### src/rtl/pio_pkg.sv
package pio_pkg;
  localparam int PW        = 8;
  localparam int NPORT     = 3;
  localparam int IDXW      = $clog2(PW);
  localparam int MODE_BIT  = 7;
  localparam int SEL_LSB   = 4;   // set/clear port-select bits 4..6
  localparam logic [1:0] CTRL_OFS = 2'd3;

  typedef struct packed {
    logic            data_we;
    logic            dir_we;
    logic            dir_in;
    logic            sc_we;
    logic [IDXW-1:0] sc_idx;
    logic            sc_val;
  } port_cmd_t;

  // direction bit position of each port inside a direction write
  function automatic int dir_pos(input int p);
    case (p)
      0:       dir_pos = 4;
      1:       dir_pos = 1;
      default: dir_pos = 0;
    endcase
  endfunction
endpackage

### src/rtl/pio_decode.sv
module pio_decode
  import pio_pkg::*;
(
  input  logic [1:0]    reg_addr,
  input  logic [PW-1:0] reg_wdata,
  input  logic          reg_wr,
  output port_cmd_t     cmd [NPORT]
);
  logic ctrl_wr;
  assign ctrl_wr = reg_wr && (reg_addr == CTRL_OFS);

  for (genvar p = 0; p < NPORT; p++) begin : g_cmd
    always_comb begin
      cmd[p].data_we = reg_wr && (reg_addr == 2'(p));
      cmd[p].dir_we  = ctrl_wr && reg_wdata[MODE_BIT];
      cmd[p].dir_in  = reg_wdata[dir_pos(p)];
      cmd[p].sc_we   = ctrl_wr && !reg_wdata[MODE_BIT] && reg_wdata[SEL_LSB + p];
      cmd[p].sc_idx  = reg_wdata[IDXW:1];
      cmd[p].sc_val  = reg_wdata[0];
    end
  end
endmodule

### src/rtl/pio_port.sv
module pio_port
  import pio_pkg::*;
(
  input  logic          clk,
  input  logic          rst_n,
  input  port_cmd_t     cmd,
  input  logic [PW-1:0] wdata,
  output logic [PW-1:0] latch_q,
  output logic          is_input
);
  always_ff @(posedge clk or negedge rst_n) begin
    if (!rst_n) begin
      latch_q  <= '0;
      is_input <= 1'b1;
    end else begin
      if (cmd.data_we)
        latch_q <= wdata;
      else if (cmd.sc_we)
        latch_q[cmd.sc_idx] <= cmd.sc_val;
      if (cmd.dir_we)
        is_input <= cmd.dir_in;
    end
  end

  AST_LATCH_HOLD: assert property (@(posedge clk) disable iff (!rst_n)
    !cmd.data_we && !cmd.sc_we |=> $stable(latch_q));
  AST_DATA_LOAD: assert property (@(posedge clk) disable iff (!rst_n)
    cmd.data_we |=> latch_q == $past(wdata));
  AST_SC_BIT: assert property (@(posedge clk) disable iff (!rst_n)
    !cmd.data_we && cmd.sc_we |=> latch_q[$past(cmd.sc_idx)] == $past(cmd.sc_val));
  AST_DIR_HOLD: assert property (@(posedge clk) disable iff (!rst_n)
    !cmd.dir_we |=> $stable(is_input));
endmodule

### src/rtl/pio_rdmux.sv
module pio_rdmux
  import pio_pkg::*;
(
  input  logic                clk,
  input  logic                rst_n,
  input  logic                reg_rd,
  input  logic [1:0]          reg_addr,
  input  logic [NPORT*PW-1:0] pad_in,
  input  logic [NPORT-1:0]    dir_in,
  output logic [PW-1:0]       reg_rdata
);
  logic [PW-1:0] ctrl_word;
  logic [PW-1:0] sel_word;

  always_comb begin
    ctrl_word = '0;
    ctrl_word[MODE_BIT] = 1'b1;
    for (int p = 0; p < NPORT; p++)
      ctrl_word[dir_pos(p)] = dir_in[p];
  end

  always_comb begin
    sel_word = ctrl_word;
    for (int p = 0; p < NPORT; p++)
      if (reg_addr == 2'(p)) sel_word = pad_in[p*PW +: PW];
  end

  always_ff @(posedge clk or negedge rst_n) begin
    if (!rst_n)      reg_rdata <= '0;
    else if (reg_rd) reg_rdata <= sel_word;
  end

  AST_RD_PIN: assert property (@(posedge clk) disable iff (!rst_n)
    reg_rd && reg_addr == 2'd0 |=> reg_rdata == $past(pad_in[PW-1:0]));
  AST_CTRL_MARK: assert property (@(posedge clk) disable iff (!rst_n)
    reg_rd && reg_addr == CTRL_OFS |=> reg_rdata[MODE_BIT]);
  AST_RD_HOLD: assert property (@(posedge clk) disable iff (!rst_n)
    !reg_rd |=> $stable(reg_rdata));
endmodule

### src/rtl/pio_mode0.sv
module pio_mode0
  import pio_pkg::*;
(
  input  logic                clk,
  input  logic                rst_n,
  input  logic [1:0]          reg_addr,
  input  logic [PW-1:0]       reg_wdata,
  input  logic                reg_wr,
  input  logic                reg_rd,
  output logic [PW-1:0]       reg_rdata,
  output logic [NPORT*PW-1:0] pad_out,
  output logic [NPORT*PW-1:0] pad_oe,
  input  logic [NPORT*PW-1:0] pad_in
);
  port_cmd_t        cmd [NPORT];
  logic [NPORT-1:0] dir_in;

  pio_decode u_decode (
    .reg_addr (reg_addr),
    .reg_wdata(reg_wdata),
    .reg_wr   (reg_wr),
    .cmd      (cmd)
  );

  for (genvar p = 0; p < NPORT; p++) begin : g_port
    pio_port u_port (
      .clk     (clk),
      .rst_n   (rst_n),
      .cmd     (cmd[p]),
      .wdata   (reg_wdata),
      .latch_q (pad_out[p*PW +: PW]),
      .is_input(dir_in[p])
    );
    assign pad_oe[p*PW +: PW] = {PW{~dir_in[p]}};

    AST_OE_UNIFORM: assert property (@(posedge clk) disable iff (!rst_n)
      $countones(pad_oe[p*PW +: PW]) == 0 || $countones(pad_oe[p*PW +: PW]) == PW);
  end

  pio_rdmux u_rdmux (
    .clk      (clk),
    .rst_n    (rst_n),
    .reg_rd   (reg_rd),
    .reg_addr (reg_addr),
    .pad_in   (pad_in),
    .dir_in   (dir_in),
    .reg_rdata(reg_rdata)
  );
endmodule

### config.mk
export PLATFORM = sky130hd
export DESIGN_NAME = pio_mode0
export DESIGN_NICKNAME = d
export VERILOG_FILES = /design/src/rtl/pio_pkg.sv /design/src/rtl/pio_decode.sv /design/src/rtl/pio_port.sv /design/src/rtl/pio_rdmux.sv /design/src/rtl/pio_mode0.sv
export SDC_FILE = /design/constraint.sdc
export NUM_CORES = 1
export LEC_CHECK = 0
export BUFFER_PORTS_ARGS = -buffer_cell sky130_fd_sc_hd__buf_2
export CORE_MARGIN = 4
export CORE_UTILIZATION = 44
export CTS_CLUSTER_DIAMETER = 200
export CTS_CLUSTER_SIZE = 10
export DETAILED_ROUTE_END_ITERATION = 16
export PLACE_DENSITY = 0.82
export RECOVER_POWER = 50
export SLEW_MARGIN = 20
export SYNTH_ARGS = -nofsm -noshare
export SYNTH_HDL_FRONTEND = slang
export SYNTH_SLANG_ARGS = --single-unit
export TNS_END_PERCENT = 30
### constraint.sdc
create_clock -name clk -period 1.3 [get_ports clk]
set_clock_uncertainty 0.2 [all_clocks]
set_input_delay 0.065 -clock clk [delete_from_list [all_inputs] [get_ports clk]]
set_output_delay 0.065 -clock clk [all_outputs]
set_load 0.005 [all_outputs]
==> results_dict.tcl <==
set metrics [dict create \
    cts.reportedPaths.clkPinSlew_ns 0.07 \
    startpoint_type "flip-flop" \
    ant_nets 0 \
    ys_warn_count 0 \
    synth_seq_cells 35 \
    max_stage_delay_ns 0.46 \
    cp-end-kind "flip-flop" \
    hold_class "input pin to flip-flop" \
    max_freq_mhz 704.2 \
    p_switching_mw 1.058 \
    path_cells "mux4_2, mux2_2" \
    grt_overflow 0 \
    rrSetupSlack_ns -0.12 \
    dieArea_um2 6416 \
    via_count 2452 \
    status "finished, violations left" \
    critical_path_required_ns 1.28 \
    cts.sinks 35 \
    crit_fanout 2 \
    gp_congestion 0.8951 \
    cp.depth 2 \
    r2r-start "g_port[1].u_port.is_input$_DFFE_PN1P_" \
    r2r-end "u_rdmux.reg_rdata[1]$_DFFE_PN0P_" \
    clockBufferDepth 2 \
    synth_top_cell_area_share 0.3501 \
    p_int_mw 2.424 \
    synth_nets 279 \
    violations "setup timing" \
    dr.pass1.iters 4 \
    synth_area_um2 2287 \
    ios 94 \
    hold_violations 0 \
    placed_cells 416 \
    row_count 25 \
    dr_wl_met3_um 831 \
    ys_seq_area_frac 0.3846 \
    htree_levels 2 \
    cts_tree "yes" \
    cp.buffers_inverters 0 \
    maxUsedRoutingLayer "met4" \
    yosysTopAreaCell "dfrtp_1" \
    async_flop_share 1.000 \
    grt_max_degree 36 \
    rsz0062_at_grt "yes" \
    peakVddDrop_v 0.0005397 \
    drv_slew 0 \
    cap_violations 0 \
    startpoint "g_port[1].u_port.is_input$_DFFE_PN1P_" \
    yosys.area_share.adder 0 \
    place_hpwl_um 5522 \
    final_cells 437 \
    clock_latency_ns 0.29 \
    slew_headroom 0.6750 \
    synthCells 241 \
    setup_viol 27 \
    post-cts-setup-buffers 0 \
    cts_buffers 5 \
    synth_edf_count 0 \
    grt_pass1_vias 2469 \
    grt_pass1_wl_um 11930 \
    via_per_inst 5.611 \
    die_w_um 80.10 \
    antenna_found_initial 0 \
    area_delta_synth_final_pct 45.02 \
    wire_per_inst_um 17.48 \
    p_per_area_nw_per_um2 1050 \
    drt_wl_total_um 7638 \
    p_seq_frac 0.397 \
    initial_core_util 0.4687 \
    synthSimpleGateAreaFrac 0.2210 \
    synth_top_family_by_area "simple AND/OR/NAND/NOR gates" \
    ys.flop_type "dfrtp_1" \
    yosys.area_share.xor_xnor 0 \
    post-route-util 0.6797 \
    synth_area_per_cell_um2 9.490 \
    combinationalPowerShare 0.350 \
    post-route-period-util 1.092 \
    ys_top_cells_by_area "dfrtp_1 (35%), buf_4 (7.9%), mux2_2 (4.4%)" \
    layout_setup_ws_ns -0.1201 \
    ys_types 39 \
    port_buffers 93 \
    worstPathArrival_ns 1.40 \
    reg2reg_depth 2 \
    power_switching_share 0.3038 \
    antenna_cells 0 \
    drc 0 \
    synth_most_common_cell "dfrtp_1" \
    wl_met2_um 3736 \
    synth_mux_area_frac 0.1001 \
    synth_compound_area_frac 0.1636 \
    synthTopCellsByCount "dfrtp_1 (32), buf_4 (24), nor2_1 (15)" \
    cellLeakagePower_nw 1.568 \
    critPathKind "flip-flop to flip-flop" \
    cts_root_buf "clkbuf_8" \
    tightest_slew_ns 0.4876 \
    die_h_um 80.10 \
    core_area_um2 4880 \
    crit_end "u_rdmux.reg_rdata[1]$_DFFE_PN0P_" \
    crit_slowest_cell "mux4_2" \
    fin_nets 407 \
    first_iter_violations 165 \
    drive_above_1_share 0.4757 \
    grtUsageTotal 0.2400 \
    p_clk_frac 0.253 \
    critPathTopFamily "multiplexers" \
    min_period_ns 1.420 \
    wl_met1_um 2922 \
]
[cells by family (layout without fill, tap and decap cells)]
| family | count (synthesis) | in the layout |
|---|---|---|
| AND/OR/NAND/NOR | 86 | 86 |
| AO/OA/AOI/OAI | 54 | 54 |
| buffers and inverters | 48 | 177 |
| flip-flops | 35 | 35 |
| multiplexers | 18 | 18 |
[per-layer routing]
| layer | track usage | vias to the layer above |
|---|---|---|
| met5 | 0 | - |
| met1 | 0.2828 | 1137 |
| li1 | - | 1143 |
| met4 | 0.1098 | 0 |
| met3 | 0.06278 | 15 |
| met2 | 0.4065 | 157 |
[stage by stage]
| step | total power, mW | hold slack, ns | cell area, um^2 | setup slack (ns) | TNS, ns |
|---|---|---|---|---|---|
| detailed placement | 2.470 | -0.1583 | 3020 | -0.3073 | -6.821 |
| global placement | 2.435 | -0.1609 | 3020 | -0.2639 | -5.345 |
| finish | 3.481 | 0.01622 | 3317 | -0.1201 | -1.898 |
| global route | 3.682 | 0.01475 | 3317 | -0.1338 | -2.976 |
| floorplan | 2.026 | -0.4306 | 2287 | -0.07209 | -0.2839 |
| CTS | 3.405 | 0.009376 | 3261 | -0.1149 | -2.119 |
[power groups by stage]
stage | Sequential, mW | Combinational, mW | Clock, mW
after global routing | 1.40 | 1.32 | 0.959
after floorplan | 1.40 | 0.622 | 0
after CTS | 1.38 | 1.12 | 0.899
after global placement | 1.40 | 1.04 | 0
final | 1.38 | 1.22 | 0.882
after detailed placement | 1.40 | 1.07 | 0
[sequential cells by signal (all words and copies together), names as in the netlist]
signal / count
g_port.u_port.is_input: 3
u_rdmux.reg_rdata: 8
g_port.u_port.latch_q: 24
[cell type report]
cell class	count	area [um^2]
Timing Repair Buffer	165	1104
Fill cell	394	1563
Inverter	4	27.53
Tap cell	67	83.83
Clock buffer	8	100.1
Multi-Input combinational cell	158	1122
Sequential cell	35	879.6
[placed cells by master (no fill, tap or decap), types with 4 or more instances in the layout]
cell           netlist  final
buf_2                5     81
buf_4               24     56
dfrtp_1             32     32
nor2_1              15     15
nand4_1             14     14
nand2_1             13     13
dlygate4sd3_1        0     13
a31oi_1             12     11
buf_6                3      9
nor2b_1              8      8
a21oi_1              8      8
nand3_1              7      7
o21ai_0              7      7
mux2_2               9      7
clkbuf_8             0      7
mux2i_1              6      6
o31ai_1              5      5
or4_1                4      4
a2bb2oi_1            4      4
nand2b_1             4      4
o311ai_0             5      4
o41ai_1              4      4
clkbuf_1            12      4
[how the worst min path moves through the flow]
stage | startpoint | end | cells after the start
finish | pad_in[5] | u_rdmux.reg_rdata[5]$_DFFE_PN0P_ | 4
global route | pad_in[1] | u_rdmux.reg_rdata[1]$_DFFE_PN0P_ | 3
CTS | reg_wdata[5] | g_port[1].u_port.latch_q[3]$_DFFE_PN0P_ | 4
detailed placement | rst_n | u_rdmux.reg_rdata[0]$_DFFE_PN0P_ | 2
global placement | rst_n | u_rdmux.reg_rdata[0]$_DFFE_PN0P_ | 2
floorplan | rst_n | g_port[0].u_port.latch_q[0]$_DFFE_PN0P_ | 0
[what timing repair did]
item,in CTS,in global routing
pin swaps,0,1
hold buffers,13,0
setup endpoints to repair,27,47
resized for setup,6,16
hold endpoints to repair,49,0
[worst reg2reg max path: stages, from the launching register on]
cell and delay, ns:
dfstp_1 0.37, mux4_2 0.46, mux2_2 0.27
No activity file was read; power rests on OpenSTA's default activity.
